File: src/rtl/codec_cfg_pkg.sv
package codec_cfg_pkg;

  // one register-list entry: {address[15:0], data[7:0]}
  localparam int ENTRY_W = 24;
  localparam int FRAME_BYTES = 4;

  typedef enum logic [2:0] {
    SQ_IDLE,
    SQ_MODESW,
    SQ_VERIFY,
    SQ_WRITE,
    SQ_DONE,
    SQ_FAIL
  } seq_state_t;

  typedef enum logic [1:0] {
    FR_IDLE,
    FR_SEND,
    FR_WAIT,
    FR_GAP
  } frm_state_t;

endpackage

File: src/rtl/cfg_rst_sync.sv
module cfg_rst_sync (
  input  logic clk,
  input  logic arst_n,
  output logic srst_n
);

  logic [1:0] sync_q;

  always_ff @(posedge clk or negedge arst_n) begin
    if (!arst_n) begin
      sync_q <= 2'b00;
    end else begin
      sync_q <= {sync_q[0], 1'b1};
    end
  end

  assign srst_n = sync_q[1];

endmodule

File: src/rtl/cfg_gap_timer.sv
module cfg_gap_timer #(
  parameter int GAP_CYCLES = 4
) (
  input  logic clk,
  input  logic rst_n,
  input  logic run,
  output logic expired
);

  localparam int CNT_W = $clog2(GAP_CYCLES + 1);
  localparam logic [CNT_W-1:0] CNT_LAST = CNT_W'(GAP_CYCLES - 1);

  logic [CNT_W-1:0] cnt_q, cnt_d;
  logic             cnt_en;

  always_comb begin
    cnt_en = run || (cnt_q != '0);
    cnt_d  = run ? cnt_q + 1'b1 : '0;
  end

  always_ff @(posedge clk or negedge rst_n) begin
    if (!rst_n) begin
      cnt_q <= '0;
    end else if (cnt_en) begin
      cnt_q <= cnt_d;
    end
  end

  assign expired = run && (cnt_q == CNT_LAST);

endmodule

File: src/rtl/cfg_frame_pack.sv
module cfg_frame_pack #(
  parameter logic [6:0] CHIP_ID = 7'h00
) (
  input  logic        rw,
  input  logic [15:0] addr,
  input  logic [7:0]  wdata,
  input  logic [1:0]  idx,
  output logic [7:0]  byte_o
);

  always_comb begin
    unique case (idx)
      2'd0:    byte_o = {CHIP_ID, rw};
      2'd1:    byte_o = addr[15:8];
      2'd2:    byte_o = addr[7:0];
      default: byte_o = rw ? 8'h00 : wdata;
    endcase
  end

endmodule

File: src/rtl/cfg_frame_engine.sv
module cfg_frame_engine
  import codec_cfg_pkg::*;
#(
  parameter logic [6:0] CHIP_ID    = 7'h00,
  parameter int         GAP_CYCLES = 4
) (
  input  logic        clk,
  input  logic        rst_n,
  input  logic        start,
  input  logic        rw,
  input  logic [15:0] addr,
  input  logic [7:0]  wdata,
  output logic        ready,
  output logic        frame_end,
  output logic [7:0]  rd_data,
  output logic        sel_n,
  output logic        tx_req,
  output logic [7:0]  tx_byte,
  input  logic        rx_done,
  input  logic [7:0]  rx_byte
);

  localparam logic [1:0] LAST_IDX = 2'(FRAME_BYTES - 1);

  frm_state_t  fs_q, fs_d;
  logic [1:0]  bi_q, bi_d;
  logic        bi_en;
  logic        hdr_en;
  logic        rw_q;
  logic [15:0] addr_q;
  logic [7:0]  data_q;
  logic        rd_en;
  logic [7:0]  rd_q;
  logic        gap_run;
  logic        gap_exp;

  cfg_frame_pack #(.CHIP_ID(CHIP_ID)) u_pack (
    .rw     (rw_q),
    .addr   (addr_q),
    .wdata  (data_q),
    .idx    (bi_q),
    .byte_o (tx_byte)
  );

  cfg_gap_timer #(.GAP_CYCLES(GAP_CYCLES)) u_gap (
    .clk     (clk),
    .rst_n   (rst_n),
    .run     (gap_run),
    .expired (gap_exp)
  );

  // next-state
  always_comb begin
    fs_d   = fs_q;
    bi_d   = bi_q;
    bi_en  = 1'b0;
    hdr_en = 1'b0;
    rd_en  = 1'b0;
    unique case (fs_q)
      FR_IDLE: begin
        if (start) begin
          hdr_en = 1'b1;
          bi_en  = 1'b1;
          bi_d   = 2'd0;
          fs_d   = FR_SEND;
        end
      end
      FR_SEND: fs_d = FR_WAIT;
      FR_WAIT: begin
        if (rx_done) begin
          if (bi_q == LAST_IDX) begin
            rd_en = 1'b1;
            fs_d  = FR_GAP;
          end else begin
            bi_en = 1'b1;
            bi_d  = bi_q + 2'd1;
            fs_d  = FR_SEND;
          end
        end
      end
      default: begin
        if (gap_exp) fs_d = FR_IDLE;
      end
    endcase
  end

  // registers
  always_ff @(posedge clk or negedge rst_n) begin
    if (!rst_n) begin
      fs_q <= FR_IDLE;
    end else if (fs_d != fs_q) begin
      fs_q <= fs_d;
    end
  end

  always_ff @(posedge clk or negedge rst_n) begin
    if (!rst_n) begin
      bi_q <= 2'd0;
    end else if (bi_en) begin
      bi_q <= bi_d;
    end
  end

  always_ff @(posedge clk or negedge rst_n) begin
    if (!rst_n) begin
      rw_q   <= 1'b1;
      addr_q <= 16'h0000;
      data_q <= 8'h00;
    end else if (hdr_en) begin
      rw_q   <= rw;
      addr_q <= addr;
      data_q <= wdata;
    end
  end

  always_ff @(posedge clk or negedge rst_n) begin
    if (!rst_n) begin
      rd_q <= 8'h00;
    end else if (rd_en) begin
      rd_q <= rx_byte;
    end
  end

  assign ready     = (fs_q == FR_IDLE);
  assign tx_req    = (fs_q == FR_SEND);
  assign sel_n     = !((fs_q == FR_SEND) || (fs_q == FR_WAIT));
  assign gap_run   = (fs_q == FR_GAP);
  assign frame_end = gap_exp;
  assign rd_data   = rd_q;

endmodule

File: src/rtl/codec_cfg_seq.sv
module codec_cfg_seq
  import codec_cfg_pkg::*;
#(
  parameter logic [6:0]  CHIP_ID     = 7'h00,
  parameter logic [15:0] MODE_ADDR   = 16'h4000,
  parameter logic [7:0]  MODE_EXPECT = 8'h01,
  parameter int          MODE_READS  = 3,
  parameter int          GAP_CYCLES  = 4,
  parameter int          NUM_WR      = 2,
  parameter logic [NUM_WR*ENTRY_W-1:0] WR_LIST = {24'h4015_01, 24'h4000_01}
) (
  input  logic       clk,
  input  logic       rst_n,
  output logic       spi_sel_n,
  output logic       spi_tx_req,
  output logic [7:0] spi_tx_byte,
  input  logic       spi_rx_done,
  input  logic [7:0] spi_rx_byte,
  output logic       cfg_done,
  output logic       cfg_fail
);

  localparam int RD_W = $clog2(MODE_READS + 1);
  localparam int WI_W = (NUM_WR > 1) ? $clog2(NUM_WR) : 1;
  localparam logic [RD_W-1:0] RD_LAST = RD_W'(MODE_READS - 1);
  localparam logic [WI_W-1:0] WI_LAST = WI_W'(NUM_WR - 1);

  logic                srst_n;
  seq_state_t          st_q, st_d;
  logic [RD_W-1:0]     rd_cnt_q, rd_cnt_d;
  logic                rd_cnt_en;
  logic [WI_W-1:0]     widx_q, widx_d;
  logic                widx_en;
  logic [ENTRY_W-1:0]  wr_entry;
  logic                frm_rw;
  logic [15:0]         frm_addr;
  logic [7:0]          frm_data;
  logic                launch;
  logic                eng_ready;
  logic                eng_end;
  logic [7:0]          eng_rd;

  cfg_rst_sync u_rst (
    .clk    (clk),
    .arst_n (rst_n),
    .srst_n (srst_n)
  );

  cfg_frame_engine #(
    .CHIP_ID    (CHIP_ID),
    .GAP_CYCLES (GAP_CYCLES)
  ) u_eng (
    .clk       (clk),
    .rst_n     (srst_n),
    .start     (launch),
    .rw        (frm_rw),
    .addr      (frm_addr),
    .wdata     (frm_data),
    .ready     (eng_ready),
    .frame_end (eng_end),
    .rd_data   (eng_rd),
    .sel_n     (spi_sel_n),
    .tx_req    (spi_tx_req),
    .tx_byte   (spi_tx_byte),
    .rx_done   (spi_rx_done),
    .rx_byte   (spi_rx_byte)
  );

  assign wr_entry = WR_LIST[int'(widx_q)*ENTRY_W +: ENTRY_W];

  // frame fields and launch
  always_comb begin
    frm_rw   = 1'b1;
    frm_addr = MODE_ADDR;
    frm_data = 8'h00;
    if (st_q == SQ_WRITE) begin
      frm_rw   = 1'b0;
      frm_addr = wr_entry[23:8];
      frm_data = wr_entry[7:0];
    end
    launch = eng_ready &&
             ((st_q == SQ_MODESW) || (st_q == SQ_VERIFY) || (st_q == SQ_WRITE));
  end

  // next-state
  always_comb begin
    st_d      = st_q;
    rd_cnt_d  = rd_cnt_q;
    rd_cnt_en = 1'b0;
    widx_d    = widx_q;
    widx_en   = 1'b0;
    unique case (st_q)
      SQ_IDLE: st_d = SQ_MODESW;
      SQ_MODESW: begin
        if (eng_end) begin
          if (rd_cnt_q == RD_LAST) begin
            st_d = SQ_VERIFY;
          end else begin
            rd_cnt_en = 1'b1;
            rd_cnt_d  = rd_cnt_q + 1'b1;
          end
        end
      end
      SQ_VERIFY: begin
        if (eng_end) begin
          st_d = (eng_rd == MODE_EXPECT) ? SQ_WRITE : SQ_FAIL;
        end
      end
      SQ_WRITE: begin
        if (eng_end) begin
          if (widx_q == WI_LAST) begin
            st_d = SQ_DONE;
          end else begin
            widx_en = 1'b1;
            widx_d  = widx_q + 1'b1;
          end
        end
      end
      default: st_d = st_q;
    endcase
  end

  // registers
  always_ff @(posedge clk or negedge srst_n) begin
    if (!srst_n) begin
      st_q <= SQ_IDLE;
    end else if (st_d != st_q) begin
      st_q <= st_d;
    end
  end

  always_ff @(posedge clk or negedge srst_n) begin
    if (!srst_n) begin
      rd_cnt_q <= '0;
    end else if (rd_cnt_en) begin
      rd_cnt_q <= rd_cnt_d;
    end
  end

  always_ff @(posedge clk or negedge srst_n) begin
    if (!srst_n) begin
      widx_q <= '0;
    end else if (widx_en) begin
      widx_q <= widx_d;
    end
  end

  assign cfg_done = (st_q == SQ_DONE);
  assign cfg_fail = (st_q == SQ_FAIL);

endmodule

File: config.mk
export PLATFORM = sky130hd
export DESIGN_NAME = codec_cfg_seq
export DESIGN_NICKNAME = d
export VERILOG_FILES = /design/src/rtl/codec_cfg_pkg.sv /design/src/rtl/cfg_rst_sync.sv /design/src/rtl/cfg_gap_timer.sv /design/src/rtl/cfg_frame_pack.sv /design/src/rtl/cfg_frame_engine.sv /design/src/rtl/codec_cfg_seq.sv
export SDC_FILE = /design/constraint.sdc
export NUM_CORES = 1
export LEC_CHECK = 0
export ABC_AREA = 1
export BUFFER_PORTS_ARGS = -buffer_cell sky130_fd_sc_hd__buf_2
export CAP_MARGIN = 20
export CELL_PAD_IN_SITES_DETAIL_PLACEMENT = 0
export CELL_PAD_IN_SITES_GLOBAL_PLACEMENT = 1
export CORE_AREA = 2 2 64 66
export CTS_CLUSTER_DIAMETER = 100
export DETAILED_ROUTE_END_ITERATION = 7
export DIE_AREA = 0 0 66 68
export PLACE_DENSITY = 0.83
export SETUP_SLACK_MARGIN = 0.05
export SYNTH_ARGS = -nofsm -noshare
export SYNTH_HDL_FRONTEND = slang
export SYNTH_SLANG_ARGS = --single-unit
File: constraint.sdc
create_clock -name clk -period 1.55 [get_ports clk]
set_input_delay 0.31 -clock clk [delete_from_list [all_inputs] [get_ports clk]]
set_output_delay 0.31 -clock clk [all_outputs]
set_load 0.05 [all_outputs]
==> impl_metrics.yaml <==
yosys:
  netlist_top_cells_count: "nand2_1 (38), inv_1 (27), dfrtp_1 (26)"
  synth_most_common_cell: "nand2_1"
  netlist_instances: 177
  synth_area_leader_cell: "dfrtp_1"
  synth_top_area_frac: 0.441
  ys.flop_type: "dfrtp_1"
  synth_warnings: 0
  yosysSeqAreaShare: 0.458
  synth_area_leaders: "dfrtp_1 (44%), ha_1 (11%), nand2_1 (9.7%)"
  synth_edf_count: 0
  synth_cell_types: 28
  syn_avg_cell_area_sq_um: 8.34
  netlist_area_sq_um: 1480
  async_flop_share: 1.00
  synth-seq-cells: 27
global_route:
  antenna_found_initial: 0
  grt_pass1_vias: 1164
  overflow: 0
  grt_pass1_wl_um: 4920
  grt_max_degree: 26
  track_usage: 0.145
flow_run:
  cap_violations: 0
clock_network:
  h-tree-depth: 1
  cts_tree: "done"
  path_clk_slew_ns: 0.09
  clock_latency_ns: 0.27
  cts.path.max_buffers: 2
  clock-sinks: 27
  cts_root_buf: "clkbuf_8"
  cts_buffers: 3
floorplan:
  placementRows: 23
  die_h_um: 68
  start_util: 0.383
  io_pins: 23
  core_area_sq_um: 3860
  die_x_um: 66
  die_area_sq_um: 4490
final_layout:
  n_antenna_cell: 0
  final_area_sq_um: 1980
  fillers: 388
  syn_to_final_growth_pct: 33.9
  nets: 240
  multi_input_area_sq_um: 758
  drive_gt1_frac: 0.358
  regArea_sq_um: 681
detailed_routing:
  drt_first_pass_iters: 4
  routed_wirelength_um: 2890
  drc: 0
  initialDrtViolationCount: 29
  vias_per_cell: 4.41
  routedWlPerCell_um: 10.9
  vias: 1169
  final_antenna_net_count: 0
sta:
  max_freq_ghz: 0.563
  setup_tns_ns: -0.703
  rsz0062_at_grt: "yes"
  drv_slew: 0
  setup_viol: 4
  fin_crit_sh: 1.15
  final.setup.worst_slack_ns: -0.227
  hold_violations: 0
  period_needed_ns: 1.78
  fin_skew_ns: 0.00568
critical_path:
  cp-end-kind: "output pin"
  arrival_ns: 1.47
  worstPathMaxFanout: 4
  r2r-end: "u_eng.rd_data[0]"
  r2r-start: "u_eng.bi_q[1]"
  reg2reg_setup_slack_ns: 0.15
  r2r_cells: 4
  startpoint_type: "register"
  required_ns: 1.24
  path_class: "register to output pin"
pwr:
  power.density_nw_per_um2: 585
  vdd_ir_drop_max_mv: 0.348
  power_w: 0.00116
  p_leak_nw: 1.04
placed_design:
  gp_congestion: 0.725
  hpwlAfterDp_um: 2010
  placed_area_sq_um: 1670
  portBuffers: 18
run_status:
  violations: "setup timing"
  outcome: "finished, violations left"
worst_hold_path:
  hp-class: "register to async pin"
-- where the power goes --
part / leakage, nW / internal (W) / total, W / switching (W)
registers: 0.308 / 0.000706 / 0.000707 / 0.000000598
clock network: 0.0228 / 0.000184 / 0.000397 / 0.000213
logic: 0.711 / 0.0000127 / 0.0000524 / 0.0000396
-- metrics by stage --
stage / std cells / util / worst slack [ns] / hold WS (ns)
floorplan: 180 / - / -0.0284 / 0.0144
global placement: 250 / 0.433 / 0.0509 / 0.0958
detailed placement: 250 / 0.433 / 0.00288 / 0.0975
CTS: 262 / 0.490 / -0.198 / 0.247
global route: 265 / 0.513 / -0.263 / 0.277
finish: 265 / 0.513 / -0.227 / 0.231
-- repair_timing --
| action | in CTS | in global routing |
|---|---|---|
| endpoints found under the setup margin | 7 | 13 |
| gates resized for setup | 34 | 20 |
| pin swaps | 7 | 5 |
| setup buffers | 7 | 3 |
| gates cloned | 0 | 0 |
| hold buffers | 1 | 0 |
| endpoints found under the hold margin | 2 | 0 |
-- registers in the layout, summed over array words and instances (netlist names) --
| signal | flops |
|---|---|
| u_eng.rd_data | 8 |
| st_q | 3 |
| u_eng.u_gap.cnt_q | 3 |
| rd_cnt_q | 2 |
| u_eng.addr_q | 2 |
| u_eng.bi_q | 2 |
| u_eng.fs_q | 2 |
| u_rst.sync_q | 2 |
| u_eng.data_q | 1 |
| u_eng.rw_q | 1 |
| widx_q | 1 |
-- worst max-delay path by stage --
stage | slack [ns] | to | from
after floorplan | -0.03 | spi_tx_byte[4] | u_eng.bi_q[0]
after global placement | 0.05 | spi_tx_byte[0] | u_eng.bi_q[0]
after detailed placement | 0.003 | spi_tx_byte[0] | u_eng.bi_q[0]
after CTS | -0.20 | spi_tx_byte[0] | u_eng.bi_q[0]
after global routing | -0.26 | spi_tx_byte[0] | u_eng.bi_q[0]
final | -0.23 | spi_tx_byte[0] | u_eng.bi_q[0]
-- per-layer routing --
metal / vias up / global-route usage / wire length [um]
met5: - / 0 / 0
met4: 0 / 0.0459 / 38
met3: 4 / 0.0230 / 64
met2: 13 / 0.274 / 1530
met1: 536 / 0.167 / 1260
li1: 616 / - / -
-- cell usage in the layout (no fill, tap or decap), drive strengths merged --
cell type / netlist / routed
buf: 6 / 36
clkinv: 1 / 1
nand3: 9 / 9
ha: 13 / 13
o21a: 1 / 1
a31oi: 1 / 1
clkbuf: 0 / 4
dlygate4sd3: 0 / 1
o21ai: 7 / 7
mux2: 1 / 1
conb: 2 / 5
a31o: 1 / 1
a21boi: 1 / 1
xor2: 1 / 1
nand2: 41 / 41
dfrtp: 26 / 26
nor2: 24 / 24
inv: 28 / 28
or2: 1 / 1
a22oi: 1 / 1
dfstp: 1 / 1
a21oi: 10 / 10
o211ai: 1 / 1
-- cell families (layout without fill, tap and decap cells) --
family / after synthesis / after routing / share of synthesized area
buf+inv: 35 / 70 / 0.106
fa+ha+maj: 13 / 13 / 0.110
mux: 1 / 1 / 0.00763
simple gates: 75 / 75 / 0.219
xor+xnor: 1 / 1 / 0.00593
flops: 27 / 27 / 0.458
compound gates: 23 / 23 / 0.0881
other cells: 2 / 5 / 0.00509
-- layout make-up --
type	instances	area share
multi-input combinational	118	0.384
inverter	29	0.0601
timing repair buffer	37	0.158
sequential	27	0.344
tap	50	0.0316
clock buffer	4	0.0228
-- critical path: stages, from the launching register on --
cell	delay [ns]
dfrtp_2	0.46
inv_4	0.10
ha_4	0.14
nand2_4	0.06
a21oi_2	0.15
a31o_2	0.14
buf_8	0.14
No activity file was read; power rests on OpenSTA's default activity.
